[src/rtl/longframe_rx_pkg.sv]
package longframe_rx_pkg;

   // Receive sequencer phases; order is the frame order on the line.
   typedef enum logic [2:0] {
      RX_IDLE,
      RX_START,
      RX_DATA,
      RX_PARITY,
      RX_STOP
   } rx_phase_e;

   // Width needed to hold values 0 .. n-1, never less than one bit.
   function automatic int unsigned idx_width(input int unsigned n);
      return (n <= 2) ? 1 : $clog2(n);
   endfunction

endpackage

[src/rtl/lfr_sync.sv]
module lfr_sync #(
   parameter int STAGES = 3
) (
   input  logic clk,
   input  logic rst_n,
   input  logic d,
   output logic q
);
   generate
      if (STAGES < 2) begin : g_bad_stages
         $error("lfr_sync: STAGES must be at least 2");
      end
   endgenerate

   logic [STAGES-1:0] chain;

   // Reset to the idle (high) line level so no false start follows reset.
   always_ff @(posedge clk or negedge rst_n) begin
      if (!rst_n) chain <= '1;
      else        chain <= {chain[STAGES-2:0], d};
   end

   assign q = chain[STAGES-1];
endmodule

[src/rtl/lfr_tick.sv]
module lfr_tick #(
   parameter int DIV = 16
) (
   input  logic clk,
   input  logic rst_n,
   output logic tick
);
   generate
      if (DIV < 1) begin : g_bad_div
         $error("lfr_tick: DIV must be at least 1");
      end
      if (DIV <= 1) begin : g_every_cycle
         wire unused_tick_inputs = clk ^ rst_n;
         assign tick = 1'b1;
      end else begin : g_divided
         localparam int CW = $clog2(DIV);
         localparam logic [CW-1:0] LAST = CW'(DIV - 1);
         logic [CW-1:0] cnt;
         always_ff @(posedge clk or negedge rst_n) begin
            if (!rst_n)           cnt <= '0;
            else if (cnt == LAST) cnt <= '0;
            else                  cnt <= cnt + 1'b1;
         end
         assign tick = (cnt == LAST);
      end
   endgenerate
endmodule

[src/rtl/lfr_frame.sv]
module lfr_frame
   import longframe_rx_pkg::*;
#(
   parameter int DW         = 32,
   parameter int SB         = 2,
   parameter int OS         = 16,
   parameter bit PARITY_ODD = 1'b0
) (
   input  logic          clk,
   input  logic          rst_n,
   input  logic          tick,
   input  logic          rx_bit,
   output logic [DW-1:0] word_o,
   output logic          done_o,
   output logic          par_bad_o,
   output logic          stop_bad_o
);
   localparam int PW   = idx_width(OS);
   localparam int IW   = idx_width(DW);
   localparam int HALF = OS / 2;
   localparam logic [PW-1:0] PH_HALF = PW'(HALF - 1);
   localparam logic [PW-1:0] PH_FULL = PW'(OS - 1);
   localparam logic [IW-1:0] LAST_DATA = IW'(DW - 1);
   localparam logic [IW-1:0] LAST_STOP = IW'(SB - 1);

   generate
      if (OS < 4 || (OS % 2) != 0) begin : g_bad_os
         $error("lfr_frame: OS must be even and at least 4");
      end
      if (DW < 2 || SB < 1 || SB > DW) begin : g_bad_frame
         $error("lfr_frame: need DW >= 2 and 1 <= SB <= DW");
      end
   endgenerate

   rx_phase_e      state;
   logic [PW-1:0]  ph;
   logic [IW-1:0]  idx;
   logic [DW-1:0]  shreg;
   logic           par_acc;
   logic           par_bad_r;
   logic           stop_bad_r;
   logic           rx_prev;

   logic fall_edge, any_edge, smp, stop_bad_next;
   assign fall_edge     = rx_prev & ~rx_bit;
   assign any_edge      = rx_prev ^ rx_bit;
   assign smp           = tick && (ph == '0);
   assign stop_bad_next = stop_bad_r | ~rx_bit;

   always_ff @(posedge clk or negedge rst_n) begin
      if (!rst_n) begin
         state      <= RX_IDLE;
         ph         <= '0;
         idx        <= '0;
         shreg      <= '0;
         par_acc    <= 1'b0;
         par_bad_r  <= 1'b0;
         stop_bad_r <= 1'b0;
         rx_prev    <= 1'b1;
         done_o     <= 1'b0;
         par_bad_o  <= 1'b0;
         stop_bad_o <= 1'b0;
      end else begin
         rx_prev    <= rx_bit;
         done_o     <= 1'b0;
         par_bad_o  <= 1'b0;
         stop_bad_o <= 1'b0;
         case (state)
            RX_IDLE: begin
               if (fall_edge) begin
                  state <= RX_START;
                  ph    <= PH_HALF;
               end
            end
            RX_START: begin
               if (smp) begin
                  if (!rx_bit) begin
                     state   <= RX_DATA;
                     ph      <= PH_FULL;
                     idx     <= '0;
                     par_acc <= PARITY_ODD;
                  end else begin
                     state <= RX_IDLE;
                  end
               end else if (tick) begin
                  ph <= ph - 1'b1;
               end
            end
            default: begin
               if (smp) begin
                  ph <= PH_FULL;
                  case (state)
                     RX_DATA: begin
                        shreg   <= {rx_bit, shreg[DW-1:1]};
                        par_acc <= par_acc ^ rx_bit;
                        if (idx == LAST_DATA) state <= RX_PARITY;
                        else                  idx   <= idx + 1'b1;
                     end
                     RX_PARITY: begin
                        par_bad_r  <= par_acc ^ rx_bit;
                        stop_bad_r <= 1'b0;
                        idx        <= '0;
                        state      <= RX_STOP;
                     end
                     default: begin
                        if (idx == LAST_STOP) begin
                           state <= RX_IDLE;
                           if (stop_bad_next) begin
                              stop_bad_o <= 1'b1;
                           end else begin
                              done_o    <= 1'b1;
                              par_bad_o <= par_bad_r;
                           end
                        end else begin
                           idx        <= idx + 1'b1;
                           stop_bad_r <= stop_bad_next;
                        end
                     end
                  endcase
               end else if (any_edge) begin
                  ph <= PH_HALF;
               end else if (tick) begin
                  ph <= ph - 1'b1;
               end
            end
         endcase
      end
   end

   assign word_o = shreg;

   // Checker state: ticks since the last sample or resync point.
   logic [PW:0] tk_cnt;
   logic        in_frame;
   assign in_frame = (state == RX_DATA) || (state == RX_PARITY) || (state == RX_STOP);
   always_ff @(posedge clk or negedge rst_n) begin
      if (!rst_n)                       tk_cnt <= '0;
      else if (!in_frame || smp || any_edge) tk_cnt <= '0;
      else if (tick)                    tk_cnt <= tk_cnt + 1'b1;
   end

   // a sample is never more than one bit time after the last anchor.
   assert_sample_spacing_R4: assert property (@(posedge clk) disable iff (!rst_n)
      (in_frame && tick) |-> (tk_cnt < (PW+1)'(OS)));

   // a completed frame is either delivered or rejected, never both.
   assert_done_excl_R7: assert property (@(posedge clk) disable iff (!rst_n)
      !(done_o && stop_bad_o));
endmodule

[src/rtl/lfr_fifo.sv]
module lfr_fifo #(
   parameter int DW    = 32,
   parameter int DEPTH = 8
) (
   input  logic          clk,
   input  logic          rst_n,
   input  logic          push,
   input  logic [DW-1:0] wdata,
   input  logic          pop,
   output logic [DW-1:0] rdata,
   output logic          empty,
   output logic          full
);
   localparam int AW = $clog2(DEPTH);
   localparam int CW = AW + 1;

   generate
      if (DEPTH < 2 || (DEPTH & (DEPTH - 1)) != 0) begin : g_bad_depth
         $error("lfr_fifo: DEPTH must be a power of two, at least 2");
      end
   endgenerate

   logic [DW-1:0] mem [DEPTH];
   logic [AW-1:0] wr_ptr, rd_ptr;
   logic [CW-1:0] count;

   always_ff @(posedge clk) begin
      if (push) mem[wr_ptr] <= wdata;
   end

   always_ff @(posedge clk or negedge rst_n) begin
      if (!rst_n) begin
         wr_ptr <= '0;
         rd_ptr <= '0;
         count  <= '0;
      end else begin
         if (push) wr_ptr <= wr_ptr + 1'b1;
         if (pop)  rd_ptr <= rd_ptr + 1'b1;
         count <= count + CW'(push) - CW'(pop);
      end
   end

   assign rdata = mem[rd_ptr];
   assign empty = (count == '0);
   assign full  = (count == CW'(DEPTH));

   assert_no_overflow_R9: assert property (@(posedge clk) disable iff (!rst_n)
      push |-> !full);
   assert_no_underflow_R8: assert property (@(posedge clk) disable iff (!rst_n)
      pop |-> !empty);
   assert_count_bound_R8: assert property (@(posedge clk) disable iff (!rst_n)
      count <= CW'(DEPTH));
endmodule

[src/rtl/longframe_rx.sv]
module longframe_rx #(
   parameter int CLK_HZ      = 50_000_000,
   parameter int BAUD        = 9600,
   parameter int DATA_BITS   = 32,
   parameter int STOP_BITS   = 2,
   parameter int OVERSAMPLE  = 16,
   parameter int FIFO_DEPTH  = 8,
   parameter int SYNC_STAGES = 3,
   parameter bit PARITY_ODD  = 1'b0
) (
   input  logic                 clk,
   input  logic                 rst_n,
   input  logic                 rx_line,
   input  logic                 rd_en,
   input  logic                 err_clear,
   output logic [DATA_BITS-1:0] rd_data,
   output logic                 fifo_empty,
   output logic                 fifo_full,
   output logic                 parity_err,
   output logic                 frame_err,
   output logic                 overrun_err
);
   localparam int TICK_DIV = CLK_HZ / (BAUD * OVERSAMPLE);

   generate
      if (TICK_DIV < 1) begin : g_bad_rate
         $error("longframe_rx: clock too slow for BAUD * OVERSAMPLE");
      end
   endgenerate

   logic                 rx_bit, tick;
   logic [DATA_BITS-1:0] word;
   logic                 f_done, f_par_bad, f_stop_bad;
   logic                 push, pop;

   lfr_sync #(.STAGES(SYNC_STAGES)) u_sync (
      .clk(clk), .rst_n(rst_n), .d(rx_line), .q(rx_bit));

   lfr_tick #(.DIV(TICK_DIV)) u_tick (
      .clk(clk), .rst_n(rst_n), .tick(tick));

   lfr_frame #(
      .DW(DATA_BITS), .SB(STOP_BITS), .OS(OVERSAMPLE), .PARITY_ODD(PARITY_ODD)
   ) u_frame (
      .clk(clk), .rst_n(rst_n), .tick(tick), .rx_bit(rx_bit),
      .word_o(word), .done_o(f_done), .par_bad_o(f_par_bad), .stop_bad_o(f_stop_bad));

   assign push = f_done & ~fifo_full;
   assign pop  = rd_en & ~fifo_empty;

   lfr_fifo #(.DW(DATA_BITS), .DEPTH(FIFO_DEPTH)) u_fifo (
      .clk(clk), .rst_n(rst_n), .push(push), .wdata(word), .pop(pop),
      .rdata(rd_data), .empty(fifo_empty), .full(fifo_full));

   // Sticky flags: a new event wins over a clear in the same cycle.
   always_ff @(posedge clk or negedge rst_n) begin
      if (!rst_n) begin
         parity_err  <= 1'b0;
         frame_err   <= 1'b0;
         overrun_err <= 1'b0;
      end else begin
         if (f_done && f_par_bad)    parity_err <= 1'b1;
         else if (err_clear || pop)  parity_err <= 1'b0;

         if (f_stop_bad)             frame_err <= 1'b1;
         else if (err_clear)         frame_err <= 1'b0;

         if (f_done && fifo_full)    overrun_err <= 1'b1;
         else if (err_clear)         overrun_err <= 1'b0;
      end
   end

   assert_overrun_cause_R9: assert property (@(posedge clk) disable iff (!rst_n)
      $rose(overrun_err) |-> $past(fifo_full));
   assert_frame_discard_R7: assert property (@(posedge clk) disable iff (!rst_n)
      f_stop_bad |-> !push);
   assert_clear_flags_R10: assert property (@(posedge clk) disable iff (!rst_n)
      (err_clear && !f_done && !f_stop_bad) |=> (!frame_err && !overrun_err && !parity_err));
endmodule

[config.mk]
export PLATFORM = sky130hd
export DESIGN_NAME = longframe_rx
export DESIGN_NICKNAME = d
export VERILOG_FILES = /design/src/rtl/longframe_rx_pkg.sv /design/src/rtl/lfr_sync.sv /design/src/rtl/lfr_tick.sv /design/src/rtl/lfr_frame.sv /design/src/rtl/lfr_fifo.sv /design/src/rtl/longframe_rx.sv
export SDC_FILE = /design/constraint.sdc
export NUM_CORES = 1
export LEC_CHECK = 0
export ABC_AREA = 1
export ABC_CLOCK_PERIOD_IN_PS = 3770
export BUFFER_PORTS_ARGS = -buffer_cell sky130_fd_sc_hd__buf_2
export CORE_MARGIN = 2
export CORE_UTILIZATION = 62
export DETAILED_ROUTE_END_ITERATION = 7
export GPL_TIMING_DRIVEN = 0
export PLACE_DENSITY = 0.75
export SYNTH_ARGS = -nofsm -noshare
export SYNTH_HDL_FRONTEND = slang
export SYNTH_HIERARCHICAL = 1
export SYNTH_SLANG_ARGS = --single-unit
[constraint.sdc]
create_clock -name clk -period 3.77 [get_ports clk]
set_input_delay 0 -clock clk [delete_from_list [all_inputs] [get_ports clk]]
set_output_delay 0 -clock clk [all_outputs]
set_load 0.05 [all_outputs]
Yosys cells after proc, flatten, opt, wreduce, memory -nomap -nowiden

Memories as Yosys holds them, arrays and structs flattened.
Index checks and enable logic that the tools add are counted.

Register bits after elaboration: 76
RAM bits: 256
Input port bits: 5
Output and inout port bits: 37
Word-level logic and storage cells: 128
Memories kept: 1

Add/subtract/negate cells: 7
Eq/ne operators: 15
Mux-type cells: 52
Bitwise gates (word level): 12
Reduce and logical (&&, ||, !) cells: 22

Memories:

| name       | depth | bits a word | read ports | clocked after memory_dff | write ports | line           | source |
|---|---|---|---|---|---|---|---|
| u_fifo.mem | 8     | 32          | 1          | 0                        | 1           | lfr_fifo.sv:23 | `logic [DW-1:0] mem [DEPTH];` |

Operators by type and width:

| kind                                                | count |
|---|---|
| 2-to-1 mux 1 bit                                    | 27 |
| 2-to-1 mux 5 bit                                    | 5 |
| 2-to-1 mux 4 bit                                    | 6 |
| one-hot mux 5 bit (2 select lines)                  | 2 |
| 2-to-1 mux 3 bit                                    | 5 |
| one-hot mux 3 bit (2 select lines)                  | 2 |
| AND reduction 5 bit                                 | 2 |
| nonzero test 2 bit                                  | 5 |
| adder 9 x 1 -> 9 bit, second input constant         | 1 |
| equality test 9 bit, second input constant          | 1 |
| 2-to-1 mux 9 bit                                    | 1 |
| logical NOT 4 bit                                   | 2 |
| one-hot mux 4 bit (2 select lines)                  | 1 |
| AND reduction 4 bit                                 | 2 |
| adder 3 x 1 -> 3 bit, second input constant         | 2 |
| equality test 3 x 2 -> 1 bit, second input constant | 2 |
| != test 3 bit, second input constant                | 2 |
| NOT 1 bit                                           | 6 |
| AND reduction 3 bit                                 | 2 |
| adder 5 x 1 -> 5 bit, second input constant         | 1 |
| equality test 5 x 1 -> 1 bit, second input constant | 1 |
| equality test 5 bit, second input constant          | 1 |
| nonzero test 5 bit                                  | 1 |
| adder 4 x 1 -> 4 bit                                | 1 |
| 18 further kinds                                    | 27 |

Longest topological paths before layout

Gate-level depths: netlist of run 1.

Depth in word-level cells: 7
Depth in mapped cells: 14
Mapped depth without buffers: 14

Hierarchy

The synthesis of run 1 kept the hierarchy.

Modules (own cells, without submodules):

| module       | instances | cells an instance | area an instance (um^2) | sequential area each (um^2) |
|---|---|---|---|---|
| lfr_fifo     | 1         | 1,173             | 11,702.5                | 7,937.6 |
| lfr_frame    | 1         | 274               | 2,318.5                 | 1,277.5 |
| lfr_tick     | 1         | 65                | 480.5                   | 225.2 |
| longframe_rx | 1         | 18                | 136.4                   | 75.1 |
| lfr_sync     | 1         | 3                 | 78.8                    | 78.8 |

Least setup slack after synthesis of run 1

Ideal clock, no wire load.

Path type: register -> register
Start point: reg u_fifo.count[2]
End point: mem u_fifo.mem[0][0], enable pin
Data arrival time: 2.929 ns
Path slack: 0.420 ns
Cell stages (with the launch flop): 8
Buffers on the path: 0
Period minus slack after synthesis: 3.350 ns
Cell sequence: dfrtp_1 -> inv_1 -> ha_1 -> nor3b_1 -> nor2_1 -> inv_1 -> or2_2 -> nor2_1

Cells in the longest elaborated chain, start to end: 5

Ends and longest elaborated chain:

| item                                   | line               | source |
|---|---|---|
| start: declaration                     | lfr_fifo.sv:25     | `logic [CW-1:0] count;` |
| start signal: assignment               | lfr_fifo.sv:39     | `count <= count + CW'(push) - CW'(pop);` |
| equality test 4 bit                    | lfr_fifo.sv:45     | `assign full = (count == CW'(DEPTH));` |
| net fifo_full                          | longframe_rx.sv:18 | `output logic fifo_full,` |
| NOT 1 bit                              | longframe_rx.sv:48 | `assign push = f_done & ~fifo_full;` |
| AND 1 bit                              | longframe_rx.sv:48 |  |
| net push                               | longframe_rx.sv:34 | `logic push, pop;` |
| 2-to-1 mux 1 bit                       | lfr_fifo.sv:28     | `if (push) mem[wr_ptr] <= wdata;` |
| 2-to-1 mux 1 bit (not written as such) | lfr_fifo.sv:28     |  |
| end: declaration                       | lfr_fifo.sv:23     |  |

The timed path passes the listed nets, and every way through them passes these cells.

Final worst setup path of run 1

Start point: reg u_fifo.count[2]
End point: mem u_fifo.mem[2][28], enable pin

Cells in the longest elaborated chain, start to end: 5

Ends and longest elaborated chain:

| item                                   | line |
|---|---|
| equality test 4 bit                    | lfr_fifo.sv:45 |
| NOT 1 bit                              | longframe_rx.sv:48 |
| AND 1 bit                              | longframe_rx.sv:48 |
| net push                               | longframe_rx.sv:34 |
| 2-to-1 mux 1 bit                       | lfr_fifo.sv:28 |
| 2-to-1 mux 1 bit (not written as such) | lfr_fifo.sv:28 |

The timed path passes the listed nets, and every way through them passes these cells.

==> results summary, run 1 <==
The root buffer cell is sky130_fd_sc_hd__clkbuf_16. The flow ran to the end, and the final reports show no timing, DRC or antenna violations. The residual overflow from global routing is 0. The number of diodes added for antenna fixing came out at 0. The initial utilization of the core area, before any placement, comes to 62.9%. The number of buffers added for setup after CTS came out at 0. In the global route stage, met1 resource usage came out at 35.8%. The startpoint-to-endpoint class of the critical path is reg -> reg.

The number of buffers added by the clock tree synthesis step came out at 34. The y dimension of the die is 158 um. The actual slew at the worst max-slew pin is 0.825 ns. The length of the first detailed-routing pass in iterations came out at 5. The clock period minus final worst setup slack came out at 2.71 ns.

The worst setup path is launched from a register. STA classifies the critical path endpoint as a register. The routing layer with the top usage in global route is met2. In the layout the commonest cells are sky130_fd_sc_hd__nand2_1, sky130_fd_sc_hd__inv_1, sky130_fd_sc_hd__edfxtp_1.

The full die area came out at 25000 sq um. The area added between synthesis and finish came out at 14.2%. The total power after layout came out at 11.3 mW. The number of flip-flops and latches in the synthesized netlist came out at 332.

Summing over every cut layer, the via total after detailed routing is 10200. The mean instance size in the synthesized netlist came out at 9.60 sq um. The number of input and output port buffers inserted is 41. The biggest fanout along the worst timing path is 17. The share of the Yosys chip area taken by registers is 65.2%.

The cell area after technology mapping came out at 14700 sq um. The worst vdd rail ir drop is 0.000486 V. The half-perimeter wire length after detailed placement came out at 21000 um.

The data required time at the worst endpoint is 3.97 ns. The share of post-route cells with drive strength above 1 is 9.95%. The area of the core came out at 23400 sq um. The antenna violation net count after detailed routing is 0. For this run, the leading register cell type out of synthesis is sky130_fd_sc_hd__edfxtp_1. The headroom to the max-slew limit came out at 44.8%.

The number of failing hold endpoints at the final stage came out at 0. The number of library cell types mapped by synthesis is 28. Static timing analysis puts the maximum clock frequency at 369 MHz.

The number of synthesized flops with an enable pin is 256. The class of the tightest hold or removal check is in -> async. The routing usage on met2 came out at 47.7%.

The arrival time reported for the critical path endpoint is 2.91 ns. The total negative setup slack came out at 0 ns. The clock-pin slew on the worst setup and hold paths came out at 0.06 ns. The maximum count of clock buffers along a single path is 3.

The final setup slack of the worst path is 1.06 ns. The number of nets handed over by synthesis was 1555. The via density per instance came out at 5.19.

At the end of the flow, the number of nets in the layout was 1646. After detailed routing, the number of remaining DRC violations is 0. The number of top-level design ports came out at 42.

The met3 track demand over resource in global routing came out at 4.38%. TritonCTS built the clock tree. The leakage power is 8.33 nW. The worst hold slack after final layout came out at 0.0668 ns. Yosys printed 6 warnings.

The synthesized instance count came out at 1533. The finished layout cell area came out at 16800 sq um. The final RePlAce weighted congestion is 0.859. The iteration-0 DRC count of the detailed router is 840. Leaving out fill and tap cells, the most frequent cell in the layout is sky130_fd_sc_hd__nand2_1.

The number of global-route vias before repair came out at 9969. The clock net sink count is 332. The final count of pins violating max slew came out at 0. Across every metal layer, demand over resource in global routing totals 27.5%. The cell area after placement came out at 15600 sq um. Entering global routing, the biggest net connects 55 pins.

The total of fill cells in the finished design is 1646. The maximum level of the CTS H-tree came out at 2. The die is 158 um wide.

The initial antenna violation count came out at 0. Setup violations remaining at the end of the flow were counted as 0. In this run the power density over the cells is 670 nW/um^2.

The average wire length per cell after detail routing is 16.7 um. The worst clock skew on the final layout is 0.0228 ns. The number of max-capacitance violations reported came out at 0. The share of flip-flops with an asynchronous set or reset after synthesis is 22.9%.

The share of the cycle needed by the critical path after routing came out at 72.0%. The wire length of the first global-routing pass came out at 52000 um. The worst setup slack after placement is 1.06 ns. After detailed routing, the total wire length is 32800 um. Setup repair after global routing left no endpoint under its margin.

The number of placement rows is 56. The worst-skew pair later-pin latency came out at 0.51 ns.
## timing repair
item                                   in CTS  in global routing
hold buffers                                5                  0
gates resized for setup                     0                  0
endpoints found under the hold margin      81                  0
## registers in the layout (all words and copies together) (netlist names)
name,cells
frame_err,1
u_fifo/rd_ptr,3
u_frame/stop_bad_o,1
overrun_err,1
parity_err,1
u_frame/state,3
u_frame/par_bad_r,1
u_frame/par_acc,1
u_tick/g_divided.cnt,9
u_sync/chain,3
u_frame/par_bad_o,1
u_fifo/wr_ptr,3
u_fifo/count,4
u_frame/idx,5
u_frame/word_o,32
u_frame/done_o,1
u_frame/stop_bad_r,1
u_frame/ph,4
u_frame/rx_prev,1
u_fifo/mem,256
## final timing paths
| check | endpoint | slack (ns) | from | cells past startpoint |
|---|---|---|---|---|
| hold / removal | u_sync/chain[1]$_DFF_PN1_ | 0.07 | rst_n | 2 |
| max in group asynchronous | u_frame/idx[0]$_DFFE_PN0P_ | 2.46 | rst_n | 3 |
| setup / recovery | u_fifo/mem[2][28]$_DFFE_PP_ | 1.06 | u_fifo/count[2]$_DFF_PN0_ | 8 |
| min in group clk | u_sync/chain[0]$_DFF_PN1_ | 0.15 | rx_line | 2 |
| hold reg to reg | u_sync/chain[2]$_DFF_PN1_ | 0.36 | u_sync/chain[1]$_DFF_PN1_ | 0 |
| setup reg to reg | u_fifo/mem[2][28]$_DFFE_PP_ | 1.06 | u_fifo/count[2]$_DFF_PN0_ | 8 |
## cell families (layout without fill, tap and decap cells)
family	after synthesis	count (layout)	synth area share (%)
buffers and inverters	382	498	10.3
AO/OA/AOI/OAI	52	52	1.80
XOR/XNOR	9	9	0.536
AND/OR/NAND/NOR	741	741	20.7
adder cells (fa/ha/maj)	17	17	1.50
flip-flops	332	332	65.2
## area by class of cell
| cell class | instances | area, sq um | share of cell area [%] |
|---|---|---|---|
| timing repair buffer | 55 | 498 | 2.96 |
| clock inverter | 19 | 223 | 1.33 |
| buffer | 55 | 288 | 1.71 |
| multi-input combinational | 819 | 3670 | 21.8 |
| inverter | 327 | 1230 | 7.30 |
| tap | 319 | 399 | 2.37 |
| clock buffer | 42 | 912 | 5.43 |
| sequential | 332 | 9590 | 57.1 |
## cells in the mapped netlist (3+ instances only)
| cell | count | area share, % |
|---|---|---|
| sky130_fd_sc_hd__nand4_1 | 10 | 0.43 |
| sky130_fd_sc_hd__edfxtp_1 | 256 | 52 |
| sky130_fd_sc_hd__a21oi_1 | 18 | 0.61 |
| sky130_fd_sc_hd__xor2_1 | 7 | 0.42 |
| sky130_fd_sc_hd__dfrtp_1 | 72 | 12 |
| sky130_fd_sc_hd__inv_1 | 325 | 8.3 |
| sky130_fd_sc_hd__o21ai_0 | 32 | 1.1 |
| sky130_fd_sc_hd__buf_4 | 12 | 0.61 |
| sky130_fd_sc_hd__clkbuf_1 | 8 | 0.20 |
| sky130_fd_sc_hd__or2_2 | 3 | 0.13 |
| sky130_fd_sc_hd__nor2_1 | 56 | 1.4 |
| sky130_fd_sc_hd__ha_1 | 16 | 1.4 |
| sky130_fd_sc_hd__nand3_1 | 150 | 5.1 |
| sky130_fd_sc_hd__buf_1 | 6 | 0.15 |
| sky130_fd_sc_hd__nand2_1 | 514 | 13 |
| sky130_fd_sc_hd__buf_2 | 28 | 0.95 |
| sky130_fd_sc_hd__dfstp_2 | 4 | 0.71 |
## through the flow
step / util (%) / std cells
after floorplan: - / 1533
after global placement: 65.5 / 1893
after detailed placement: 66.8 / 1902
after CTS: 71.8 / 1968
after global routing: 71.8 / 1968
final: 71.8 / 1968
## critical path, cell delays in order (launching register included)
cell and delay [ns]:
sky130_fd_sc_hd__dfrtp_1 0.32, sky130_fd_sc_hd__inv_1 0.07, sky130_fd_sc_hd__ha_1 0.20, sky130_fd_sc_hd__nor3b_1 0.16, sky130_fd_sc_hd__nor2_1 0.35, sky130_fd_sc_hd__inv_1 0.10, sky130_fd_sc_hd__or2_2 0.40, sky130_fd_sc_hd__nor2_4 0.54
sky130_fd_sc_hd__buf_16 0.25
## report_power, final
group          internal (mW)  total [mW]  switching, mW  leakage (nW)
Sequential              3.95        4.00         0.0443          2.76
Clock                   2.07        3.40           1.33         0.562
Combinational          0.950        3.86           2.91          5.00
Total                   6.97        11.3           4.29          8.33
## routing by layer
metal,up-vias,part of all wire [%],wire [um]
met5,-,0,0
met4,0,2.8,913
met3,68,7.7,2520
met2,415,50,16400
met1,4787,40,13000
li1,4943,-,-
(Power assumes the default switching activity.)
==> run 2, diff against run 1 <==
ABC_CLOCK_PERIOD_IN_PS = 2600   (was 3770)
clock period = 2.6 ns   (was 3.77 ns; I/O delays follow)
==> run 2 against run 1 <==
Largest power group unchanged. Non-clock buffer count is 11 higher. Power grew 46%. Sequential power up 45%. Critical path depth shrank 1. Utilization grew 1.0 points. Register-to-register slack lost 0.84 ns. Largest cell class unchanged.
==> results summary, run 2 (synthesis gave the netlist of run 1 again) <==
In this run the critical register-to-register path is captured at u_frame/word_o[16]$_DFFE_PN0P_. In the final routed layout, each cell accounts on average for 17.3 um. The actual slew at the worst max-slew pin came out at 0.729 ns.

In this run the number of H-tree levels came out at 2. The share of post-route cells with drive strength above 1 is 10.8%. Port buffering added 41 buffers. The leakage power is 8.41 nW. The number of remaining DRC errors came out at 0. The clock net sink count is 332. The routing usage on met2 came out at 50.4%. The clock-pin slew on the worst setup and hold paths is 0.06 ns.

The worst-skew pair later-pin latency is 0.51 ns. The met3 track demand over resource in global routing is 5.15%. The maximum count of clock buffers along a single path is 3. For this block, the initial DRC count from the detailed router was 1149. The half-perimeter wire length after detailed placement is 21500 um. TritonCTS built the clock tree.

In this run the vertical extent of the chip is 158 um. The final-stage net count is 1658. The number of global-route vias before repair was 10300.

Overall power consumption after layout is estimated at 16.5 mW. The number of max-capacitance violations reported is 0. The worst clock skew on the final layout came out at 0.00876 ns.

The antenna violation net count after detailed routing is 0. The number of diodes added for antenna fixing is 0. The clock period minus final worst setup slack is 2.40 ns. The global-route met1 utilization is 34.3%. Entering global routing, the biggest net connects 48 pins. The final routed wirelength across all metal layers is 34300 um. The flip-flop and latch area is 9590 sq um. For this run the aggregate overflow at the end of global routing stands at 0. The multi-input combinational cells in the finished layout cover a total of 3680 sq um. The width of the die is 158 um. The total setup violations reported at the end of the flow came out at 0. The global-route usage over all layers came out at 28.2%.

Dividing the detail-routed via count by the number of cells gives 5.28. Leaving out fill and tap cells, the most frequent cell in the layout is sky130_fd_sc_hd__nand2_1. The total of fill cells in the finished design came out at 1622. Counting flops per register, the top entry is u_fifo/mem.

The source of the worst register-to-register timing path is u_tick/g_divided.cnt[0]$_DFF_PN0_. The min-delay analysis places its worst path in the category in -> reg. Across the VDD grid, the largest voltage drop is 0.000781 V. In this run the register-to-register setup slack is 0.22 ns.

The number of top-level design ports is 42. The final RePlAce weighted congestion is 0.815. The biggest fanout along the worst timing path is 10. The number of failing hold endpoints at the final stage was 0.

The endpoint class of the critical path is an output port. The region available for standard cell placement spans 23400 sq um. After floorplanning, the core was divided into 56 placement rows.

The power density relative to cell area came out at 968 nW/um^2. The finished layout cell area came out at 17000 sq um. The achievable frequency came out at 417 MHz.

The path depth of the worst reg2reg path is 12. Relative to the synthesized area, the layout overhead comes to 15.8%. The share of the cycle needed by the critical path after routing is 92.2%. The cell area after placement is 15600 sq um. The number of flip-flops in the largest register is 256. The final setup slack of the worst path came out at 0.204 ns. The tree is rooted in a sky130_fd_sc_hd__clkbuf_16. Buffers inserted during clock tree synthesis total 35. The full die area came out at 25000 sq um.

The run finished with clean final reports. The final count of pins violating max slew was 0. The arrival time reported for the critical path endpoint came out at 2.40 ns. The length of the first detailed-routing pass in iterations came out at 6. The headroom to the max-slew limit is 51.4%. The data required time at the worst endpoint is 2.60 ns. The worst setup slack after placement came out at -0.139 ns.

Setup repair after global routing left no endpoint under its margin. In this run the worst setup path terminates at rd_data[1]. STA classifies the critical path startpoint as a register.

The effective utilization at floorplan came out at 62.9%. The initial antenna violation count came out at 0. The total number of vias is 10500.

The wire length of the first global-routing pass came out at 52900 um. Tracing the worst setup path back leads to its startpoint at u_fifo/rd_ptr[1]$_DFFE_PN0P_. The top cell types in the final layout, fill and taps aside, are sky130_fd_sc_hd__nand2_1, sky130_fd_sc_hd__inv_1, sky130_fd_sc_hd__edfxtp_1.

The routing layer with the top usage in global route is met2. The critical path in this run is classified as reg -> out.
[run 2: stage by stage]
step | TNS [ns] | util [%] | cells | hold slack [ns]
floorplan | -18.68 | - | 1533 | -0.296
global placement | -209.63 | 65.6 | 1893 | 0.106
detailed placement | -7.03 | 66.7 | 1902 | -0.0356
CTS | 0 | 72.6 | 1978 | 0.152
global route | 0 | 72.8 | 1981 | 0.151
finish | 0 | 72.8 | 1981 | 0.153
[run 2: metal layers]
layer  part of all wire [%]  wire, um  up-vias
li1                       -         -     4985
met1                     38     13000     4962
met2                     52     17700      445
met3                    7.8      2670       75
met4                    2.8       966        0
met5                      0         0        -
[run 2: timing repair]
item / 4_1_cts / 5_1_grt
resized for setup: 0 / 0
hold endpoints to repair: 77 / 0
pin swaps: 6 / 3
hold buffers: 6 / 0
setup buffers: 7 / 3
endpoints found under the setup margin: 94 / 56
[run 2: worst min path at each step]
stage | slack (ns) | endpoint | cells past startpoint | start
global placement | 0.11 | u_sync/chain[0]$_DFF_PN1_ | 1 | rx_line
CTS | 0.15 | u_sync/chain[0]$_DFF_PN1_ | 2 | rx_line
global route | 0.15 | u_sync/chain[0]$_DFF_PN1_ | 2 | rx_line
detailed placement | -0.04 | u_tick/g_divided.cnt[8]$_DFF_PN0_ | 1 | rst_n
finish | 0.15 | u_sync/chain[0]$_DFF_PN1_ | 2 | rx_line
floorplan | -0.30 | frame_err$_DFFE_PN0P_ | 0 | rst_n
[run 2: critical path, stage by stage, from the launching register on]
cell,delay [ns]
sky130_fd_sc_hd__dfrtp_1,0.36
sky130_fd_sc_hd__buf_4,0.20
sky130_fd_sc_hd__clkbuf_1,0.58
sky130_fd_sc_hd__nand3_1,0.17
sky130_fd_sc_hd__nand2_1,0.12
sky130_fd_sc_hd__nand2_1,0.06
sky130_fd_sc_hd__nand2_1,0.13
sky130_fd_sc_hd__buf_2,0.27
[run 2: power by group]
group / internal, mW / switching (mW) / total, mW / leakage, nW
combinational: 1.38 / 4.27 / 5.65 / 5.08
sequential: 5.73 / 0.0691 / 5.80 / 2.76
clock: 3.06 / 1.98 / 5.04 / 0.565
[run 2: cell type report]
type | count | area share, %
flip-flops and latches | 332 | 56.3
multi-input cells | 819 | 21.6
inverters | 327 | 7.20
clock buffers | 50 | 6.02
repair buffers | 66 | 3.98
well taps | 319 | 2.34
plain buffers | 55 | 1.69
clock inverters | 13 | 0.918
